## config.mk

```make
export PLATFORM = sky130hd
export DESIGN_NAME = wavetable_sample_store
export DESIGN_NICKNAME = d
export VERILOG_FILES = /design/src/rtl/wss_pkg.sv /design/src/rtl/wss_sequencer.sv /design/src/rtl/wss_port_mux.sv /design/src/rtl/wss_storage.sv /design/src/rtl/wavetable_sample_store.sv
export SDC_FILE = /design/constraint.sdc
export NUM_CORES = 1
export LEC_CHECK = 0
export BUFFER_PORTS_ARGS = -buffer_cell sky130_fd_sc_hd__buf_4
export CELL_PAD_IN_SITES_DETAIL_PLACEMENT = 1
export CELL_PAD_IN_SITES_GLOBAL_PLACEMENT = 1
export CORE_MARGIN = 8
export CORE_UTILIZATION = 57
export DETAILED_ROUTE_END_ITERATION = 16
export GPL_TIMING_DRIVEN = 0
export PLACE_DENSITY_LB_ADDON = 0.1
export SETUP_SLACK_MARGIN = 0.4
export SLEW_MARGIN = 20
export SYNTH_ARGS = -nofsm -noshare
export SYNTH_HDL_FRONTEND = slang
export SYNTH_SLANG_ARGS = --single-unit
export TNS_END_PERCENT = 5
```

## constraint.sdc

```tcl
create_clock -name clk -period 4.67 [get_ports clk]
set_clock_uncertainty 0.15 [all_clocks]
set_input_delay 0.934 -clock clk [delete_from_list [all_inputs] [get_ports clk]]
set_output_delay 0.934 -clock clk [all_outputs]
set_load 0.005 [all_outputs]
```

## src/rtl/wss_pkg.sv

```systemverilog
package wss_pkg;

    typedef enum logic [1:0] {
        ST_IDLE   = 2'd0,
        ST_PRIMED = 2'd1,
        ST_RUN    = 2'd2
    } wss_state_e;

    // Two samples per byte: upper half first, lower half second.
    function automatic logic [3:0] pick_nibble(input logic [7:0] byte_v, input logic lsb);
        return lsb ? byte_v[3:0] : byte_v[7:4];
    endfunction

endpackage

```

## src/rtl/wss_sequencer.sv

```systemverilog
module wss_sequencer
    import wss_pkg::*;
#(
    parameter int IDXW = 5
) (
    input  logic            clk,
    input  logic            rst_n,
    input  logic            start_i,
    input  logic            active_i,
    input  logic            tick_i,
    output logic [IDXW-1:0] idx_o,
    output wss_state_e      state_o,
    output logic            adv_o
);

    wss_state_e      state_q;
    wss_state_e      state_d;
    logic [IDXW-1:0] idx_q;

    // An advancing step: channel running, tick present, no rewind.
    always_comb begin
        adv_o = active_i && tick_i && !start_i;
    end

    // Next-state logic
    always_comb begin
        state_d = state_q;
        unique case (state_q)
            ST_IDLE: begin
                if (start_i)    state_d = ST_PRIMED;
                else if (adv_o) state_d = ST_RUN;
            end
            ST_PRIMED: begin
                if (start_i)    state_d = ST_PRIMED;
                else if (adv_o) state_d = ST_RUN;
            end
            ST_RUN: begin
                if (start_i)        state_d = ST_PRIMED;
                else if (!active_i) state_d = ST_IDLE;
            end
            default: state_d = ST_IDLE;
        endcase
    end

    // State register
    always_ff @(posedge clk or negedge rst_n) begin
        if (!rst_n) state_q <= ST_IDLE;
        else        state_q <= state_d;
    end

    // Output register: sample index
    always_ff @(posedge clk or negedge rst_n) begin
        if (!rst_n)       idx_q <= '0;
        else if (start_i) idx_q <= '0;
        else if (adv_o)   idx_q <= idx_q + 1'b1;
    end

    assign idx_o   = idx_q;
    assign state_o = state_q;

endmodule

```

## src/rtl/wss_port_mux.sv

```systemverilog
module wss_port_mux #(
    parameter int AW   = 4,
    parameter int IDXW = 5
) (
    input  logic            active_i,
    input  logic [AW-1:0]   cpu_addr_i,
    input  logic [IDXW-1:0] idx_i,
    input  logic            cpu_en_i,
    input  logic            cpu_we_i,
    output logic [AW-1:0]   sel_o,
    output logic            wr_o,
    output logic            rd_o
);

    // The reader wins the byte select whenever the channel is running.
    always_comb begin
        sel_o = active_i ? idx_i[IDXW-1:1] : cpu_addr_i;
        wr_o  = cpu_en_i && cpu_we_i;
        rd_o  = cpu_en_i && !cpu_we_i;
    end

endmodule

```

## src/rtl/wss_storage.sv

```systemverilog
module wss_storage #(
    parameter int NBYTES = 16,
    parameter int DW     = 8,
    parameter int AW     = 4
) (
    input  logic                       clk,
    input  logic                       rst_n,
    input  logic                       we_i,
    input  logic [AW-1:0]              waddr_i,
    input  logic [DW-1:0]              wdata_i,
    output logic [NBYTES-1:0][DW-1:0]  store_o
);

    for (genvar b = 0; b < NBYTES; b++) begin : g_byte
        logic [DW-1:0] byte_q;

        always_ff @(posedge clk or negedge rst_n) begin
            if (!rst_n)                            byte_q <= '0;
            else if (we_i && (waddr_i == AW'(b)))  byte_q <= wdata_i;
        end

        assign store_o[b] = byte_q;
    end

endmodule

```

## src/rtl/wavetable_sample_store.sv

```systemverilog
module wavetable_sample_store
    import wss_pkg::*;
#(
    parameter int NBYTES = 16,
    parameter int DW     = 8,
    parameter int SW     = 4
) (
    input  logic          clk,
    input  logic          rst_n,
    input  logic          active,
    input  logic          start,
    input  logic          tick,
    input  logic          cpu_en,
    input  logic          cpu_we,
    input  logic [$clog2(NBYTES)-1:0] cpu_addr,
    input  logic [DW-1:0] cpu_wdata,
    output logic [DW-1:0] cpu_rdata,
    output logic [SW-1:0] sample_out
);

    localparam int AW   = $clog2(NBYTES);
    localparam int IDXW = AW + 1;

    logic [IDXW-1:0]            seq_idx;
    logic [IDXW-1:0]            nxt_idx;
    wss_state_e                 seq_state;
    logic                       seq_adv;
    logic [AW-1:0]              sel;
    logic                       wr;
    logic                       rd;
    logic [NBYTES-1:0][DW-1:0]  store_q;
    logic [DW-1:0]              nxt_byte;
    logic [DW-1:0]              rdata_q;
    logic [SW-1:0]              sample_q;

    wss_sequencer #(.IDXW(IDXW)) u_seq (
        .clk      (clk),
        .rst_n    (rst_n),
        .start_i  (start),
        .active_i (active),
        .tick_i   (tick),
        .idx_o    (seq_idx),
        .state_o  (seq_state),
        .adv_o    (seq_adv)
    );

    wss_port_mux #(.AW(AW), .IDXW(IDXW)) u_mux (
        .active_i   (active),
        .cpu_addr_i (cpu_addr),
        .idx_i      (seq_idx),
        .cpu_en_i   (cpu_en),
        .cpu_we_i   (cpu_we),
        .sel_o      (sel),
        .wr_o       (wr),
        .rd_o       (rd)
    );

    wss_storage #(.NBYTES(NBYTES), .DW(DW), .AW(AW)) u_store (
        .clk     (clk),
        .rst_n   (rst_n),
        .we_i    (wr),
        .waddr_i (sel),
        .wdata_i (cpu_wdata),
        .store_o (store_q)
    );

    // The sample after a step comes from the pre-write contents.
    assign nxt_idx  = seq_idx + 1'b1;
    assign nxt_byte = store_q[nxt_idx[IDXW-1:1]];

    always_ff @(posedge clk or negedge rst_n) begin
        if (!rst_n)       sample_q <= '0;
        else if (seq_adv) sample_q <= pick_nibble(nxt_byte, nxt_idx[0]);
    end

    always_ff @(posedge clk or negedge rst_n) begin
        if (!rst_n)  rdata_q <= '0;
        else if (rd) rdata_q <= store_q[sel];
    end

    assign cpu_rdata  = rdata_q;
    assign sample_out = sample_q;

endmodule

```

==> flow_summary.yaml, run 1 <==
clock_tree:
  clkTransAtPathRegs_ns: 0.06
  h-tree-depth: 4
  postCtsSetupBuffers: 0
  ctsResizeCount: 0
  cts_root_buffer: "clkbuf_16"
  cts-buffers-inserted: 17
  tritoncts: "done"
  hold_buffers: 0
  clk_latency_ns: 0.43
  clockBufferDepth: 2
  cts.sink_count: 145
sta:
  slew_headroom_pct: 33.9
  grt_setup_unrepaired: "no"
  fin_tns_setup_ns: 0
  hold_viol_final: 0
  report.final.slew_viol_count: 0
  min_period_ns: 3.10
  setup_viol: 0
  period_share_pct: 66.4
  worst_slew_pin_slew_ns: 0.992
  max_freq_mhz: 322
  layout_setup_ws_ns: 1.57
worst_setup_path:
  endpoint_kind: "flip-flop"
  rrSetupSlack_ns: 1.57
  crit_fanout: 10
  reg2regPathDepth: 8
  rr_endpoint: "sample_out[3]$_DFFE_PN0P_"
  reg2reg_from: "u_seq.idx_o[0]$_DFFE_PN0P_"
  start_kind: "flip-flop"
  worstSetupPathType: "reg -> reg"
  crit_arrival_ns: 3.26
  cp.required_ns: 4.83
synth:
  yosys.area.top_type: "dfrtp_1"
  synth_fp_nets: 551
  ys_top_cells_by_area: "dfrtp_1 (47%), mux2_2 (17%), mux4_2 (14%), mux4_1 (3.4%), a22oi_1 (1.7%)"
  synth_edf_count: 0
  ys_warn_count: 0
  synth.avg_cell_area_um2: 14.6
  synthCells: 531
  synth_top_area_share_pct: 46.9
  async_reset_ff_share_pct: 100
  synthFlopType: "dfrtp_1"
  ys_ff_latch: 145
  ys_types: 47
  synthesis.area_um2: 7730
  yosysMostFrequentCell: "dfrtp_1"
  seq_area_frac_synth_pct: 46.9
  synth_common_cells: "dfrtp_1 (145), mux2_2 (120), mux4_2 (48)"
cells_and_area:
  fillers: 1233
  drive_gt1_share_pct: 44.9
  syn2layout_area_growth_pct: 14.3
  nNetsFinal: 600
  diodes: 0
power_and_ir_drop:
  ir_drop_mv: 0.311
  cellPowerDensity_nw_per_um2: 427
  p_leak_uw: 0.00378
place:
  io_buffer_count: 29
  hpwl_um: 16600
  dp_slack_ns: 1.24
  place_congestion: 0.909
routing:
  vias: 5546
  dr.pass1.iters: 5
  via_per_inst: 7.22
  drtIter0Drc: 577
  antenna_left: 0
  wl_per_cell_um: 33.6
  drt_wl_total_um: 25800
  drc: 0
global_route:
  grt_pass1_vias: 6185
  grtUsageTotal_pct: 30.8
  grt_pass1_wl_um: 39700
  grt-ovfl-total: 0
  antenna_found_initial: 0
  grt_max_degree: 90
floorplanning:
  die-height_um: 132
  placeableCoreArea_um2: 13200
  start_util_pct: 58.4
  die_w_um: 132
  die-area_um2: 17500
  num_io_pins: 31
  rows: 42
run_status:
  status: "complete, no violations"
run:
  cap_viol_max_count: 0
min_path:
  min_path_type: "in -> async"
## registers in the layout, summed over array words and instances (netlist names)
| signal | cells |
|---|---|
| cpu_rdata | 8 |
| sample_out | 4 |
| u_seq.idx_o | 5 |
| u_store.g_byte.byte_q | 128 |
## worst max path at each step
| stage | from | depth (start not counted) | end | slack [ns] |
|---|---|---|---|---|
| 2_1_floorplan | active | 6 | u_store.g_byte[1].byte_q[0]$_DFFE_PN0P_ | 2.05 |
| 3_3_place_gp | active | 6 | cpu_rdata[6]$_DFFE_PN0P_ | 1.35 |
| 3_5_place_dp | active | 6 | u_store.g_byte[1].byte_q[3]$_DFFE_PN0P_ | 1.24 |
| 4_1_cts | u_seq.idx_o[0]$_DFFE_PN0P_ | 8 | sample_out[3]$_DFFE_PN0P_ | 1.57 |
| 5_1_grt | u_seq.idx_o[0]$_DFFE_PN0P_ | 8 | sample_out[3]$_DFFE_PN0P_ | 1.43 |
| 6_report | u_seq.idx_o[0]$_DFFE_PN0P_ | 8 | sample_out[3]$_DFFE_PN0P_ | 1.57 |
## worst max-delay path: stages (launching register included)
cell and delay [ns]:
dfrtp_1 0.46, ha_1 0.31, buf_2 0.28, buf_1 0.64
mux4_2 0.59, nand3_1 0.10, nand2_1 0.07, a311oi_1 0.26
a21oi_1 0.11
## per-layer routing
metal  global-route usage [%]  vias up  wire length (um)  share of wire [%]
met5                        0        -                 0                  0
met4                     19.7        0              1680                6.5
met3                     9.08      111              2140                8.3
met2                     48.6      340             12500                 48
met1                     36.4     2921              9500                 37
li1                         -     2174                 -                  -
## metrics by stage
| stage | utilization [%] | hold slack [ns] | cell area, um^2 | total power (uW) | std cells |
|---|---|---|---|---|---|
| final | 66.7 | 0.273 | 8840 | 3770 | 768 |
| after global routing | 66.7 | 0.298 | 8840 | 3900 | 768 |
| after CTS | 66.7 | 0.286 | 8840 | 3780 | 768 |
| after detailed placement | 62.0 | 0.361 | 8210 | 2320 | 737 |
| after global placement | 61.7 | 0.339 | 8170 | 2250 | 736 |
| after floorplan | - | 0.320 | 7730 | 2040 | 531 |
## final cells by class
type                       count  area (um^2)  area share, %
buffer                        34          209           2.36
multi-input combinational    352         3900           44.1
tap                          176          220           2.49
timing repair buffer          30          253           2.86
clock buffer                  24          502           5.68
clock inverter                 7          124           1.40
sequential                   145         3630           41.1
## where the power goes
part,internal (uW),switching (uW)
sequential,1460,182
combinational,394,292
clock,911,536
total,2760,1010
## logic make-up (layout without fill, tap and decap cells)
logic type / Yosys count / after routing / synth area share [%]
simple gates: 93 / 93 / 6.54
mux: 193 / 193 / 37.2
compound gates: 58 / 58 / 5.28
xor+xnor: 7 / 7 / 1.23
flops: 145 / 145 / 46.9
buf+inv: 34 / 95 / 2.70
fa+ha+maj: 1 / 1 / 0.162
## cell usage in the layout (no fill, tap or decap), types with 3 or more instances in the layout
cell type,n
and2_1,3
o22a_1,5
buf_4,31
buf_2,7
nor4_2,3
bufinv_16,3
a21oi_1,4
buf_6,6
nor2b_1,3
clkbuf_8,5
mux2_2,120
nor2_1,15
nand2b_1,4
clkbuf_16,17
nand2_1,28
a31oi_1,11
o21ai_1,3
nand3_1,16
clkinv_4,3
mux2i_1,4
xor2_1,3
a32oi_1,4
dfrtp_1,145
o22ai_1,6
a22oi_1,17
clkbuf_1,17
mux4_2,48
nor2_2,9
mux4_1,10
nor2_4,3
mux2_1,9
Power figures use the tool's default switching activity.
==> run 2, diff against run 1 <==
ABC_AREA = 1   (was default)
CORE_UTILIZATION = 45   (was 57)
clock period = 3.1 ns   (was 4.67 ns; I/O delays follow)
==> run 2 against run 1 <==
  * Register-to-register slack got worse by 1.1 ns
  * Combinational power increased by 130%
  * Via count grew 60%
  * First-iteration DRC count up 42%
  * Synthesized area rose by 7.3%
  * Critical path type unchanged
  * Largest power group unchanged
==> flow_summary.yaml, run 2 <==
cells_and_area:
  top_register: "u_store.g_byte.byte_q"
  multi_input_area_um2: 4180
  fillers: 2405
  nNetsFinal: 1305
  largest_reg_flops: 128
  finish.instance_area_um2: 9430
  layout_common_cells: "nand2_1 (635), dfrtp_1 (145), nand3_1 (108)"
  final_common_cell: "nand2_1"
  regArea_um2: 3630
  drive_gt1_share_pct: 9.55
  syn2layout_area_growth_pct: 13.6
sta:
  report.final.slew_viol_count: 0
  min_period_ns: 2.63
  layout_setup_ws_ns: 0.475
  worst_slew_pin_slew_ns: 0.968
  grt_setup_unrepaired: "yes"
  fin_tns_setup_ns: 0
  setup_viol: 0
  whs_ns: 0.338
  max_freq_mhz: 381
  hold_viol_final: 0
  slew_headroom_pct: 35.5
  period_share_pct: 84.7
global_route:
  grt-ovfl-total: 0
  grt_pass1_vias: 8948
  grtUsageTotal_pct: 31.1
  antenna_found_initial: 1
  grt_max_degree: 80
  grt_pass1_wl_um: 54500
floorplanning:
  die-height_um: 152
  start_util_pct: 46.0
  placeableCoreArea_um2: 18000
  num_io_pins: 31
  rows: 49
  die-area_um2: 23000
  die_w_um: 152
worst_setup_path:
  crit_family: "simple AND/OR/NAND/NOR gates"
  endpoint_kind: "flip-flop"
  rrSetupSlack_ns: 0.47
  crit_fanout: 10
  crit_buf_inv: 2
  cp_cell_sequence: "ha_1, clkbuf_2, clkbuf_1, nand2_1, nand2_1, nand2_1, nand3_1, nand3_1, nand3_1, nand2_1, nor2_1"
  max_stage_delay_ns: 0.60
  cp.required_ns: 3.32
  reg2regPathDepth: 11
  worstSetupPathType: "reg -> reg"
  crit_arrival_ns: 2.84
  cpMaxStageDelayCell: "clkbuf_1"
  rr_endpoint: "sample_out[0]$_DFFE_PN0P_"
  cp.depth: 11
  cp_common_cell: "nand2_1"
  start_kind: "flip-flop"
  reg2reg_from: "u_seq.idx_o[1]$_DFFE_PN0P_"
synth:
  synth_fp_nets: 1255
  synth.avg_cell_area_um2: 6.72
  synthesis.area_um2: 8300
  synth_edf_count: 0
  ys_ff_latch: 145
  synthCells: 1235
  ys_types: 27
  ys_top_cells_by_area: "dfrtp_1 (44%), nand2_1 (29%), nand3_1 (6.5%), o21ai_1 (5.0%), o21ai_0 (4.5%)"
  synth_common_cells: "nand2_1 (635), dfrtp_1 (145), nand3_1 (108)"
  synth_top_area_share_pct: 43.7
  async_reset_ff_share_pct: 100
  yosys.area.top_type: "dfrtp_1"
  synthFlopType: "dfrtp_1"
  seq_area_frac_synth_pct: 43.7
  yosysMostFrequentCell: "nand2_1"
  ys_warn_count: 0
routing:
  via_per_inst: 5.80
  wl_per_cell_um: 23.6
  drtIter0Drc: 819
  dr.pass1.iters: 5
  vias: 8859
  antenna_left: 0
  drt_wl_total_um: 36000
  drc: 0
place:
  place_congestion: 1.05
  hpwl_um: 25600
  dpl_cell_area_um2: 8840
  dp_slack_ns: 0.133
  io_buffer_count: 29
power_and_ir_drop:
  power.total_uw: 6230
  cellPowerDensity_nw_per_um2: 661
  ir_drop_mv: 0.476
  p_leak_uw: 0.00480
clock_tree:
  cts.sink_count: 145
  clkTransAtPathRegs_ns: 0.06
  cts-buffers-inserted: 17
  clockBufferDepth: 2
  postCtsSetupBuffers: 0
  tritoncts: "done"
  cts_root_buffer: "clkbuf_16"
  h-tree-depth: 4
  clk_latency_ns: 0.44
min_path:
  min_from: "u_store.g_byte[10].byte_q[0]$_DFFE_PN0P_"
  min_path_type: "reg -> reg"
  whs_path_depth: 2
  hold_path_end: "u_store.g_byte[10].byte_q[0]$_DFFE_PN0P_"
run:
  cap_viol_max_count: 0
run_status:
  status: "complete, no violations"
## run 2: worst min-delay path, stage by stage (launching register included)
cell and delay (ns):
dfrtp_1 0.35, nand2_1 0.05, o21ai_0 0.06
## run 2: through the flow
stage | instances | util, %
global placement | 1493 | 48.8
detailed placement | 1494 | 49.0
CTS | 1527 | 52.2
finish | 1528 | 52.3
floorplan | 1235 | -
global route | 1527 | 52.3
## run 2: final cells by class
class / count / area share, %
clock inverter: 12 / 1.05
timing repair buffer: 31 / 2.79
antenna: 1 / 0.0265
clock buffer: 20 / 4.84
inverter: 38 / 1.54
multi-input combinational: 978 / 44.4
tap: 229 / 3.04
sequential: 145 / 38.5
buffer: 74 / 3.89
## run 2: where the power goes
part / switching, uW / internal (uW) / total [uW]
Sequential: 378 / 2300 / 2680
Clock: 905 / 1080 / 1980
Combinational: 1000 / 567 / 1570
Total: 2290 / 3940 / 6230
## run 2: logic make-up after synthesis
group / Yosys count / share of synthesized area (%)
xor gates and xnor gates: 2 / 0.211
DFF: 145 / 43.7
buffers and inverters: 112 / 5.88
AOI/OAI and AO/OA: 164 / 10.2
adders and majority gates: 1 / 0.151
and+or+nand+nor: 811 / 39.9
## run 2: worst max path at each step
stage                     slack [ns]                  startpoint                                       to
after floorplan                 0.95                      active  u_store.g_byte[7].byte_q[6]$_DFFE_PN0P_
after CTS                       0.35  u_seq.idx_o[1]$_DFFE_PN0P_                sample_out[3]$_DFFE_PN0P_
after detailed placement        0.13  u_seq.idx_o[1]$_DFFE_PN0P_                sample_out[3]$_DFFE_PN0P_
after global placement          0.20  u_seq.idx_o[1]$_DFFE_PN0P_                sample_out[3]$_DFFE_PN0P_
after global routing            0.36  u_seq.idx_o[0]$_DFFE_PN0P_                sample_out[2]$_DFFE_PN0P_
final                           0.47  u_seq.idx_o[1]$_DFFE_PN0P_                sample_out[0]$_DFFE_PN0P_
## run 2: per-layer routing
layer / GRT usage [%] / vias up / part of all wire [%]
li1: - / 4039 / -
met1: 41.1 / 4307 / 41
met2: 48.1 / 418 / 46
met3: 6.66 / 95 / 9.1
met4: 14.0 / 0 / 3.8
met5: 0 / - / 0
## run 2: timing repair
action	4_1_cts	5_1_grt
endpoints found under the hold margin	20	0
setup endpoints to repair	4	8
gates resized for setup	2	27
hold buffers	1	0
